===== src/rtl/mpc_pkg.sv =====
package mpc_pkg;

    typedef logic [2:0] rwx_t;

    localparam rwx_t RWX_ALL  = 3'b111;
    localparam rwx_t RWX_NONE = 3'b000;

    typedef enum logic [1:0] {
        KIND_FAIL    = 2'd0,
        KIND_REGION  = 2'd1,
        KIND_DEFAULT = 2'd2
    } verdict_kind_e;

    typedef struct packed {
        logic          grant;
        rwx_t          allow;
        verdict_kind_e kind;
    } verdict_t;

    typedef struct packed {
        logic full;
        logic partial;
    } touch_t;

    function automatic logic rwx_covers(rwx_t allowed, rwx_t want);
        return (want & ~allowed) == RWX_NONE;
    endfunction

endpackage


===== src/rtl/mpc_span.sv =====
module mpc_span #(
    parameter int AW = 32,
    parameter int SW = 4
) (
    input  logic [AW-1:0] first_addr,
    input  logic [SW-1:0] size,
    output logic [AW-1:0] last_addr
);
    logic [AW-1:0] size_ext;
    logic [AW-1:0] extra;

    always_comb begin
        size_ext = AW'(size);
        extra    = (size == '0) ? '0 : size_ext - AW'(1);
        last_addr = first_addr + extra;
    end
endmodule


===== src/rtl/mpc_region_cmp.sv =====
module mpc_region_cmp
    import mpc_pkg::*;
#(
    parameter int AW = 32
) (
    input  logic [AW-1:0] first_addr,
    input  logic [AW-1:0] last_addr,
    input  logic [AW-1:0] lo,
    input  logic [AW-1:0] hi,
    input  logic          enabled,
    output touch_t        touch
);
    logic first_in;
    logic last_in;

    always_comb begin
        first_in      = (first_addr >= lo) && (first_addr <= hi);
        last_in       = (last_addr  >= lo) && (last_addr  <= hi);
        touch.full    = enabled && first_in && last_in;
        touch.partial = enabled && (first_in ^ last_in);
    end
endmodule


===== src/rtl/mpc_first_pick.sv =====
module mpc_first_pick #(
    parameter int N    = 8,
    parameter int IDXW = 3
) (
    input  logic [N-1:0]    hit,
    output logic            any,
    output logic [IDXW-1:0] idx
);
    always_comb begin
        any = 1'b0;
        idx = '0;
        for (int i = N - 1; i >= 0; i--) begin
            if (hit[i]) begin
                any = 1'b1;
                idx = IDXW'(i);
            end
        end
    end
endmodule


===== src/rtl/mpc_verdict.sv =====
module mpc_verdict
    import mpc_pkg::*;
(
    input  logic     any_hit,
    input  logic     sel_partial,
    input  logic     sel_lock,
    input  rwx_t     sel_perm,
    input  logic     any_active,
    input  logic     mmode,
    input  logic     deny_unmatched,
    input  rwx_t     want,
    output verdict_t verdict
);
    always_comb begin
        verdict.grant = 1'b0;
        verdict.allow = RWX_NONE;
        verdict.kind  = KIND_FAIL;
        if (any_hit) begin
            if (!sel_partial) begin
                verdict.allow = (mmode && !sel_lock) ? RWX_ALL : sel_perm;
                verdict.grant = rwx_covers(verdict.allow, want);
                verdict.kind  = verdict.grant ? KIND_REGION : KIND_FAIL;
            end
        end else if (!deny_unmatched && (mmode || !any_active)) begin
            verdict.allow = RWX_ALL;
            verdict.grant = 1'b1;
            verdict.kind  = KIND_DEFAULT;
        end
    end
endmodule


===== src/rtl/mpc_region_check.sv =====
module mpc_region_check
    import mpc_pkg::*;
#(
    parameter int NREG = 8,
    parameter int AW   = 32,
    parameter int SW   = 4,
    localparam int IDXW = (NREG > 1) ? $clog2(NREG) : 1
) (
    input  logic               clk,
    input  logic               rst,
    input  logic               req_valid,
    input  logic [AW-1:0]      req_addr,
    input  logic [SW-1:0]      req_size,
    input  logic [2:0]         req_perm,
    input  logic               req_mmode,
    input  logic               deny_unmatched,
    input  logic [NREG*AW-1:0] rgn_lo,
    input  logic [NREG*AW-1:0] rgn_hi,
    input  logic [NREG*3-1:0]  rgn_perm,
    input  logic [NREG-1:0]    rgn_lock,
    input  logic [NREG-1:0]    rgn_on,
    output logic               rsp_valid,
    output logic               rsp_grant,
    output logic [2:0]         rsp_allow,
    output logic [1:0]         rsp_kind,
    output logic [IDXW-1:0]    rsp_idx
);
    logic [AW-1:0]   last_addr;
    touch_t          touch_a [NREG];
    rwx_t            perm_a  [NREG];
    logic [NREG-1:0] hit_vec;
    logic [NREG-1:0] partial_vec;
    logic            any_hit;
    logic [IDXW-1:0] sel_idx;
    verdict_t        verdict;

    mpc_span #(.AW(AW), .SW(SW)) u_span (
        .first_addr (req_addr),
        .size       (req_size),
        .last_addr  (last_addr)
    );

    for (genvar g = 0; g < NREG; g++) begin : g_rgn
        mpc_region_cmp #(.AW(AW)) u_cmp (
            .first_addr (req_addr),
            .last_addr  (last_addr),
            .lo         (rgn_lo[g*AW +: AW]),
            .hi         (rgn_hi[g*AW +: AW]),
            .enabled    (rgn_on[g]),
            .touch      (touch_a[g])
        );
        assign perm_a[g]      = rgn_perm[g*3 +: 3];
        assign hit_vec[g]     = touch_a[g].full | touch_a[g].partial;
        assign partial_vec[g] = touch_a[g].partial;
    end

    mpc_first_pick #(.N(NREG), .IDXW(IDXW)) u_pick (
        .hit (hit_vec),
        .any (any_hit),
        .idx (sel_idx)
    );

    mpc_verdict u_verdict (
        .any_hit        (any_hit),
        .sel_partial    (partial_vec[sel_idx]),
        .sel_lock       (rgn_lock[sel_idx]),
        .sel_perm       (perm_a[sel_idx]),
        .any_active     (|rgn_on),
        .mmode          (req_mmode),
        .deny_unmatched (deny_unmatched),
        .want           (req_perm),
        .verdict        (verdict)
    );

    always_ff @(posedge clk) begin
        if (rst) begin
            rsp_valid <= 1'b0;
            rsp_grant <= 1'b0;
            rsp_allow <= RWX_NONE;
            rsp_kind  <= KIND_FAIL;
            rsp_idx   <= '0;
        end else begin
            rsp_valid <= req_valid;
            if (req_valid) begin
                rsp_grant <= verdict.grant;
                rsp_allow <= verdict.allow;
                rsp_kind  <= verdict.kind;
                rsp_idx   <= any_hit ? sel_idx : '0;
            end
        end
    end
endmodule


===== config.mk =====
export PLATFORM = sky130hd
export DESIGN_NAME = mpc_region_check
export DESIGN_NICKNAME = d
export VERILOG_FILES = /design/src/rtl/mpc_pkg.sv /design/src/rtl/mpc_span.sv /design/src/rtl/mpc_region_cmp.sv /design/src/rtl/mpc_first_pick.sv /design/src/rtl/mpc_verdict.sv /design/src/rtl/mpc_region_check.sv
export SDC_FILE = /design/constraint.sdc
export NUM_CORES = 1
export LEC_CHECK = 0
export BUFFER_PORTS_ARGS = -buffer_cell sky130_fd_sc_hd__buf_2
export CORE_MARGIN = 2
export CORE_UTILIZATION = 45
export CTS_CLUSTER_SIZE = 20
export DETAILED_ROUTE_END_ITERATION = 10
export PLACE_DENSITY = 0.71
export SLEW_MARGIN = 10
export SYNTH_ARGS = -nofsm -noshare
export SYNTH_HDL_FRONTEND = slang
export SYNTH_SLANG_ARGS = --single-unit

===== constraint.sdc =====
create_clock -name clk -period 6.9 [get_ports clk]
set_input_delay 0.345 -clock clk [delete_from_list [all_inputs] [get_ports clk]]
set_output_delay 0.345 -clock clk [all_outputs]
set_load 0.02 [all_outputs]

# Word-level counts from Yosys, hierarchy flattened
# Cells that the tools add are included.
# Widths: inputs -> output; s select.
# word_totals
regBits	10
in_bits	596
out_inout_bits	10
# op_classes
n_addsub	2
order_cmp	34
mux	30
n_bitwise	19
reduce_logical	49
# ops
operator	count
$ge 32x32->1	16
$le 32x32->1	16
$logic_and 1x1->1	42
$mux 3	12
$add 32x32->32	1
$mux 32	1
$mux 6	3
$mux 1	11
$bmux 3 s3	1
$or 1x1->1	8
$reduce_or 8->1	1
$xor 1x1->1	8
$bmux 1 s3	2
$sub 4x1->5 const B	1
$ge 4x4->1 const B	1
$logic_not 4->1	1
$lt 3x4->1 const B	1
$not 3->4	1
$and 3x3->3	1
$logic_not 1->1	3
$logic_not 3->1	1
$not 3->3	1
$logic_or 1x1->1	1

# Logic depth before layout (Yosys ltp)
# Gate-level depths: netlist (run 1).
# logic_depth
word_depth	27
ltp_mapped	33
ltp_nobuf	32

# Hierarchy
# From an unflattened synthesis (run 1), not the netlist that was laid out.
# unflattened
cells_unflattened	3296
area_unflattened_um2	25959.9
# by_module_without_submodules
mod	instances	cells_per_inst	area_per_inst_um2	seq_area_each_um2
mpc_region_cmp	8	385	3009.1	0.0
mpc_span	1	121	930.9	0.0
mpc_region_check	1	63	750.7	200.2
mpc_verdict	1	19	125.1	0.0
mpc_first_pick	1	13	80.1	0.0

# Least setup slack after synthesis (run 1)
# Ideal clock, no wire load.
# synth_timing
kind	input to register
startpoint	input req_size[0]
endpoint	register rsp_kind[0]
setup_ps	133
t_arrival_ps	6922
t_required_ps	6767
path_slack_ps	-155
cell_stages	31
path_buffers	0
cell_sequence	nor2_1 -> o21ai_0 -> and2_1 -> inv_1 -> ha_1 -> a21o_1 -> a21oi_1 -> nor2b_1 -> o21ai_0 -> nor3_1 -> and4_1 -> a21oi_1 -> nor2b_1 -> o21ai_0 -> nand2b_1 -> and3_1 -> xor2_1 -> ha_1 -> nand4_1 -> nor3_1 -> a221oi_1 -> o211ai_1 -> a221o_1 -> a21boi_1 -> o21a_4 -> a2111oi_4 -> mux2_2 -> o22a_1 -> a31o_1 -> a32oi_1 -> o32ai_1
# synth_between
elab_chain_len	27
elab_cells_between_ends	93
# synth_lines
element	line	rtl
start: declaration	mpc_region_check.sv:13	input logic [SW-1:0] req_size,
$sub 4x1->5 or $logic_not 4->1 (tied branches)	mpc_span.sv:14	extra = (size == '0) ? '0 : size_ext - AW'(1);
$mux 32 (*)	mpc_span.sv:14	
$add 32x32->32 (*)	mpc_span.sv:15	last_addr = first_addr + extra;
$ge 32x32->1 or $le 32x32->1 (tied branches)	mpc_region_cmp.sv:18	last_in = (last_addr >= lo) && (last_addr <= hi);
$logic_and 1x1->1	mpc_region_cmp.sv:18	
$xor 1x1->1	mpc_region_cmp.sv:20	touch.partial = enabled && (first_in ^ last_in);
$logic_and 1x1->1	mpc_region_cmp.sv:20	
$or 1x1->1	mpc_region_check.sv:53	assign hit_vec[g] = touch_a[g].full | touch_a[g].partial;
[11 not listed]	-	
$mux 3 (implied by the code) or $logic_and 1x1->1 (tied branches)	mpc_region_check.sv:67, mpc_verdict.sv:20	
$mux 3	mpc_verdict.sv:20	verdict.allow = (mmode && !sel_lock) ? RWX_ALL : sel_perm;
$not 3->3	mpc_pkg.sv:26	return (want & ~allowed) == RWX_NONE;
$and 3x3->3	mpc_pkg.sv:26	
$logic_not 3->1	mpc_pkg.sv:26	
$mux 1	mpc_verdict.sv:22	verdict.kind = verdict.grant ? KIND_REGION : KIND_FAIL;
$mux 6	mpc_verdict.sv:19	if (!sel_partial) begin
$mux 6 (*)	mpc_verdict.sv:18	if (any_hit) begin
end signal: assignment	mpc_region_check.sv:87	rsp_kind <= verdict.kind;
end: declaration	mpc_region_check.sv:25	output logic [1:0] rsp_kind,
# Every way passes the cells marked *; elsewhere a longest branch is shown, timed or not. The select of a mux whose other input is x is not followed.
# A chain may end at the register's enable or synchronous reset.

# Final worst setup path (run 1)
# layout_timing
startpoint	input req_size[1]
endpoint	register rsp_grant
# layout_between
elab_chain_len	26
elab_cells_between_ends	92
# layout_lines
element	line	rtl
$sub 4x1->5 or $logic_not 4->1 (tied branches)	mpc_span.sv:14	
$mux 32 (*)	mpc_span.sv:14	
$add 32x32->32 (*)	mpc_span.sv:15	
$ge 32x32->1 or $le 32x32->1 (tied branches)	mpc_region_cmp.sv:18	
$logic_and 1x1->1	mpc_region_cmp.sv:18	
$xor 1x1->1	mpc_region_cmp.sv:20	
$logic_and 1x1->1	mpc_region_cmp.sv:20	
$or 1x1->1	mpc_region_check.sv:53	
[10 not listed]	-	
$mux 3 (implied by the code) or $logic_not 1->1 (tied branches)	mpc_region_check.sv:67, mpc_verdict.sv:20	
$mux 3 (implied by the code) or $logic_and 1x1->1 (tied branches)	mpc_region_check.sv:67, mpc_verdict.sv:20	
$mux 3	mpc_verdict.sv:20	
$not 3->3	mpc_pkg.sv:26	
$and 3x3->3	mpc_pkg.sv:26	
$logic_not 3->1	mpc_pkg.sv:26	
$mux 6	mpc_verdict.sv:19	
$mux 6 (*)	mpc_verdict.sv:18	
end signal: assignment	mpc_region_check.sv:85	rsp_grant <= verdict.grant;
end: declaration	mpc_region_check.sv:23	output logic rsp_grant,
# Marks and branches as above.

==> results.md, run 1 <==
* Outcome: complete, no violations
* Vias at 29.7k
* Syn Inst Count at ~3.4k
* CORE AREA at roughly 56000 µm²
* 1st-pass router iterations at 6
* Die area at between 50000 and 60000 µm²
* CP most frequent cell: buf_4
* Pre-CTS setup slack at -241 ps
* Seq cells post-synth at 10
* Dpl hpwl at about 97000 µm
* Tightest Pin Transition at 1220 ps
* Global-route wire length before repair at 167000 µm
* Mapped cell area at 25700 µm²
* Final Setup Violations at 0
* Hold_ws at 396 ps
* Synth Area per Inst at 7.66 µm²
* Number of enable flip-flop cells after synthesis at 0
* CTS tree: done
* Share of the synthesized area in the top cell type at a little over 50%
* CTS H-tree depth at 1
* VDD IR max at around 0.096 mV
* Synth warn at 0
* Flop2flop setup slack at 6060 ps
* Comb power frac at between 90% and 100%
* Synth Flop Type: dfxtp_1
* Top Ports at 606
* Leak pwr at 0.0184 µW
* Clk_lat worst skew at 240 ps
* ANT nets after route at 0
* GRT Total Usage at 37.1%
* Slack of the critical path at between 200 and 300 ps
* Sequential-to-total area share from yosys stat at less than 1%
* Final Skew at 0 ps
* Seq pwr share at 2.6%
* # port buffers at 605
* DR WL/cell at 23.4 µm
* Clk pwr share at 4.0%
* Setup CP Type: in -> reg
* Post-synth top cells: ha_1 (1032), inv_1 (539), a21oi_1 (352)
* RePlAce Congestion at between 1 and 1.5
* Max-slew headroom at 17.9%
* Synth async-reset ratio at 0%
* Die Height at between 200 and 250 µm
* Final period util at a little over nine tenths
* Root buf cell: clkbuf_16
* TritonCTS buffer count at 3
* Initial antenna violation count at 9
* Routed WL at 115000 µm
* DRC Markers at 0
* Max_cap viols at 0
* Yosys cell types at between 80 and 90
* Clk buf depth at 2
* Layout cell share with drive strength beyond 1 at around 22%
* Die X-Extent at 243 µm
* Layout area overhead at 24.8%
* CTS Sinks at 10
* Largest net degree at the start of global routing at 21
* Total gr overflow at 0
* CP Launch Type: input pin
* Starting density of the core at a little under half
* Clock-pin slew on the worst setup and hold paths at 40 ps
* CTS Hold Buffers Added at 0
* Minimum clock period at ~6600 ps
* Maximum clock frequency at 150 MHz
* # fillers at 5480
* Hold depth at 2
* Largest stage delay on the critical path at between 300 and 400 ps
* Max FO, Critical Path at 7
* Internal at 1310 µW
* Reg2Reg Depth at 2
* Worst setup EP type: flop
* Number of global-route vias before repair at 28.0k
* Area leader, netlist: ha_1
* CP required at 7020 ps
* P per Cell Area at 91.4 nW/µm²
* FP Rows at 87
* Nets@finish at 5802
* Sw power at 1610 µW
* Via density at 6.02
* Switching share of power at between 50% and 60%
* Count leader, synth: ha_1
* Hold Crit Class: in -> reg
* Final hold vios at 0
* CP max-delay cell: a2111oi_4
* Worst Path Arrival at 6770 ps
* Area contributors post-synth: ha_1 (50%), inv_1 (7.9%), a21oi_1 (6.9%)
* Final Slew Violations at 0
* First DRT Iteration DRCs at roughly 2.6k
==> registers in the layout (all words and copies together), names as in the netlist <==
signal / count
rsp_allow: 3
rsp_idx: 3
rsp_kind: 2
rsp_grant: 1
rsp_valid: 1
==> final timing paths <==
check,from,to
worst max-delay path,req_size[1],rsp_grant
worst min-delay path,rst,rsp_idx[0]
worst min register to register,rsp_idx[0],rsp_idx[0]
worst max register to register,rsp_allow[2],rsp_allow[2]
==> through the flow <==
| step | utilization [%] | cells | total power, µW | area [µm²] | TNS (ps) |
|---|---|---|---|---|---|
| 6_report | 56.8 | 4935 | 2920 | 32000 | 0 |
| 5_1_grt | 56.7 | 4930 | 3200 | 32000 | -236 |
| 4_1_cts | 56.3 | 4923 | 2820 | 31700 | 0 |
| 3_5_place_dp | 56.1 | 4919 | 2680 | 31600 | -940 |
| 3_3_place_gp | 56.1 | 4919 | 2640 | 31600 | -252 |
| 2_1_floorplan | - | 3353 | 1580 | 25700 | 0 |
==> what timing repair did <==
item                                    in CTS  in global routing
resized for setup                            4                 53
pin swaps                                    0                 33
cloned                                       0                  0
endpoints found under the setup margin       2                  6
buffers inserted                             0                  6
==> power by group through the flow <==
stage | clock, µW | sequential, µW | combinational [µW]
2_1_floorplan | 0 | 86.7 | 1490
3_3_place_gp | 0 | 75.6 | 2560
3_5_place_dp | 0 | 75.7 | 2610
4_1_cts | 116 | 74.9 | 2630
5_1_grt | 120 | 75.7 | 3000
6_report | 116 | 75.4 | 2730
==> area by class of cell <==
| class | instances | area (µm²) | area share (%) |
|---|---|---|---|
| tap | 756 | 946 | 2.95 |
| inverter | 539 | 2020 | 6.32 |
| sequential | 10 | 200 | 0.625 |
| antenna | 7 | 17.5 | 0.0547 |
| clock buffer | 4 | 88.8 | 0.278 |
| timing repair buffer | 818 | 4820 | 15.1 |
| multi-input combinational | 2801 | 23900 | 74.7 |
==> per-layer routing <==
layer	vias to the layer above	GRT usage, %	wire, µm
met2	1591	59.3	49600
met4	10	17.3	6330
li1	14224	-	-
met1	13542	48.2	47200
met3	364	6.52	12100
met5	-	0	65
==> cells in the final DEF (no fill, tap or decap), types with 7 or more instances in the layout <==
| master | Yosys | final |
|---|---|---|
| o21ai_0 | 144 | 139 |
| and2_1 | 9 | 8 |
| dfxtp_1 | 10 | 10 |
| nor3_1 | 31 | 28 |
| mux2i_1 | 17 | 17 |
| and4_1 | 34 | 32 |
| a221oi_1 | 31 | 31 |
| o31ai_1 | 8 | 8 |
| nor2_1 | 120 | 118 |
| a221o_1 | 13 | 13 |
| nand2b_1 | 24 | 24 |
| a21oi_1 | 352 | 349 |
| diode_2 | 0 | 7 |
| buf_4 | 0 | 197 |
| a211o_1 | 12 | 12 |
| or3_1 | 7 | 7 |
| xnor2_2 | 0 | 20 |
| o21a_1 | 23 | 23 |
| a2111o_1 | 7 | 7 |
| a211oi_1 | 37 | 37 |
| a2111oi_0 | 18 | 13 |
| nor2b_1 | 34 | 33 |
| o211ai_1 | 26 | 26 |
| nor4_1 | 28 | 23 |
| a21boi_0 | 8 | 7 |
| nand4_1 | 160 | 160 |
| buf_2 | 1 | 604 |
| a21o_1 | 99 | 99 |
| nand2_1 | 230 | 230 |
| inv_1 | 539 | 538 |
| buf_12 | 0 | 13 |
| nand3_1 | 95 | 95 |
| ha_1 | 1032 | 1030 |
| o2111ai_1 | 9 | 8 |
| o21ai_1 | 3 | 7 |
| o41ai_1 | 7 | 7 |
| and3_1 | 15 | 14 |
| a31oi_1 | 13 | 12 |
==> cell families (layout without fill, tap and decap cells) <==
| kind of cell | count (synthesis) | after routing | synth area share, % |
|---|---|---|---|
| fa+ha+maj | 1033 | 1033 | 50.4 |
| compound gates | 894 | 894 | 22.5 |
| simple gates | 818 | 818 | 16.5 |
| buf+inv | 542 | 1361 | 7.96 |
| xor+xnor | 33 | 33 | 1.13 |
| mux | 19 | 19 | 0.751 |
| flops | 10 | 10 | 0.780 |
| other cells | 1 | 11 | 0.0146 |
==> critical path: cells and delay by family <==
family / cells / cell delay (ps)
xor+xnor: 1 / 220
buf+inv: 7 / 900
simple gates: 13 / 1870
compound gates: 12 / 2410
mux: 1 / 210
fa+ha+maj: 3 / 810
Power figures use the tool's default switching activity.
==> run 2: changes to the inputs <==
--- a/config.mk
+++ b/config.mk
@@ -10,6 +10,7 @@
 export CORE_UTILIZATION = 45
 export CTS_CLUSTER_SIZE = 20
 export DETAILED_ROUTE_END_ITERATION = 10
+export GPL_TIMING_DRIVEN = 0
 export PLACE_DENSITY = 0.71
 export SLEW_MARGIN = 10
 export SYNTH_ARGS = -nofsm -noshare
==> run 2 against run 1 <==
Combinational power hardly changed. Largest cell class unchanged. Utilization is 0.45 points lower. Critical path type unchanged. Non-clock buffer count is 122 lower.
==> results.md, run 2 (synthesized netlist as in run 1, its figures left out) <==
* ANT nets after route at 0 (unchanged)
* Hold Crit Class: in -> reg (unchanged)
* RePlAce Congestion at 0.976 (was 1.05)
* Tightest Pin Transition at 1220 ps (about the same)
* Total gr overflow at 0 (unchanged)
* CTS H-tree depth at 1 (unchanged)
* CTS tree: done (unchanged)
* Leak pwr at 0.0179 µW (was 0.0184 µW)
* Multi-input gate area at 24400 µm² (was 23900 µm²)
* Via density at 6.03 (was 6.02)
* Final Slew Violations at 0 (unchanged)
* Total Power at 2870 µW (was 2920 µW)
* Commonest non-fill, non-tap cell in the layout: ha_1 (unchanged)
* Outcome: complete, no violations (unchanged)
* Routed WL at 111000 µm (was 115000 µm)
* Number of global-route vias before repair at 27.3k (was 28.0k)
* Dpl hpwl at 89800 µm (was 97200 µm)
* Clk buf depth at 2 (unchanged)
* Max-slew headroom at 17.8% (was 17.9%)
* TritonCTS buffer count at 3 (unchanged)
* Die Height at 243 µm (unchanged)
* Top Ports at 606 (unchanged)
* FP Rows at 87 (unchanged)
* Minimum clock period at 6770 ps (was 6650 ps)
* 1st-pass router iterations at 5 (was 6)
* Vias at 29.1k (was 29.7k)
* Register area at 200 µm² (unchanged)
* Worst Path Arrival at 6880 ps (was 6770 ps)
* Most frequent cells in the layout: ha_1 (1027), buf_2 (597), inv_1 (537) (was ha_1 (1030), buf_2 (604), inv_1 (538))
* CTS Hold Buffers Added at 0 (unchanged)
* # port buffers at 605 (unchanged)
* VDD IR max at 0.0942 mV (was 0.0963 mV)
* Fin area at 31800 µm² (was 32000 µm²)
* CP required at 7010 ps (was 7020 ps)
* Clk_lat worst skew at 240 ps (about the same)
* Max FO, Critical Path at 6 (was 7)
* Setup CP Type: in -> reg (unchanged)
* Starting density of the core at 45.5% (unchanged)
* First DRT Iteration DRCs at 2149 (was 2605)
* CTS Sinks at 10 (unchanged)
* CP Launch Type: input pin (unchanged)
* Final period util at 98.1% (was 96.4%)
* Pre-CTS setup slack at -2900 ps (was -241 ps)
* Die X-Extent at 243 µm (unchanged)
* Worst setup EP type: flop (unchanged)
* Slack of the critical path at 129 ps (was 251 ps)
* Largest registers: rsp_allow (3), rsp_idx (3), rsp_kind (2) (unchanged)
* GRT Total Usage at 35.5% (was 37.1%)
* Dpl cell area at 30400 µm² (was 31600 µm²)
* DR WL/cell at 23.1 µm (was 23.4 µm)
* Layout area overhead at 23.8% (was 24.8%)
* CORE AREA at 56400 µm² (unchanged)
* Final Skew at 0 ps (unchanged)
* Maximum clock frequency at 148 MHz (was 150 MHz)
* Die area at 58900 µm² (unchanged)
* Layout cell share with drive strength beyond 1 at 20.6% (was 21.9%)
* Clock-pin slew on the worst setup and hold paths at 40 ps (about the same)
* Hold_ws at 373 ps (was 396 ps)
* DRC Markers at 0 (unchanged)
* CP max-delay cell: fa_2 (was a2111oi_4)
* Final Setup Violations at 0 (unchanged)
* Max_cap viols at 0 (unchanged)
* P per Cell Area at 90.4 nW/µm² (was 91.4 nW/µm²)
* Nets@finish at 5680 (was 5802)
* Largest stage delay on the critical path at 380 ps (was 390 ps)
* # fillers at 5415 (was 5480)
* Largest net degree at the start of global routing at 22 (was 21)
* Initial antenna violation count at 11 (was 9)
* Final hold vios at 0 (unchanged)
* Global-route wire length before repair at 160000 µm (was 167000 µm)
* Root buf cell: clkbuf_16 (unchanged)
run 2: cell types whose count changed in the layout (fill, tap and decap cells not counted), sizes merged:
cell	previous run	this run
buf	817	694
diode	7	12
run 2: where the power goes:
part	switching, µW	total [µW]	internal (µW)	leakage (µW)
sequential	4.71	73.2	68.5	0.0000824
combinational	1580	2700	1120	0.0178
clock	26.3	101	75.1	0.0000370
run 2: final timing paths:
check / slack, ps / from / to / depth (start not counted)
max reg2reg: 6100 / rsp_allow[2] / rsp_allow[2] / 2
min reg2reg: 460 / rsp_idx[1] / rsp_idx[1] / 2
max: 130 / req_size[1] / rsp_grant / 37
min: 370 / rst / rsp_idx[1] / 2
run 2: cell type report:
class	count	share of cell area (%)
antenna	12	0.0946
buffer	3	0.0906
clock buffer	3	0.236
inverter	539	6.37
multi-input combinational	2801	76.8
sequential	10	0.630
tap	756	2.98
timing repair buffer	693	12.8
run 2: repair_timing:
| action | in CTS | in global routing |
|---|---|---|
| endpoints found under the setup margin | 9 | 6 |
| setup buffers | 33 | 23 |
| pin swaps | 16 | 47 |
| gates resized for setup | 57 | 86 |
run 2: critical path, delay by kind of cell:
| family | cells | cell delay (ps) |
|---|---|---|
| multiplexers | 1 | 210 |
| adder cells (fa/ha/maj) | 3 | 880 |
| XOR/XNOR | 1 | 230 |
| AND/OR/NAND/NOR | 13 | 1930 |
| buffers and inverters | 7 | 940 |
| AO/OA/AOI/OAI | 12 | 2340 |
run 2: stage by stage:
stage                     TNS, ps  instances  utilization, %
final                           0       4817            56.3
after global routing        -97.6       4811            56.3
after CTS                       0       4783            55.2
after detailed placement   -20940       4747            54.0
after global placement     -23750       4714            52.6
after floorplan                 0       3353               -
run 2: metal layers:
layer	vias to the layer above	part of all wire [%]	GRT usage, %
met2	1514	44	58.3
met5	-	0.032	0
met1	13246	42	46.5
met3	286	9.9	5.57
met4	6	4.5	13.4
li1	14000	-	-
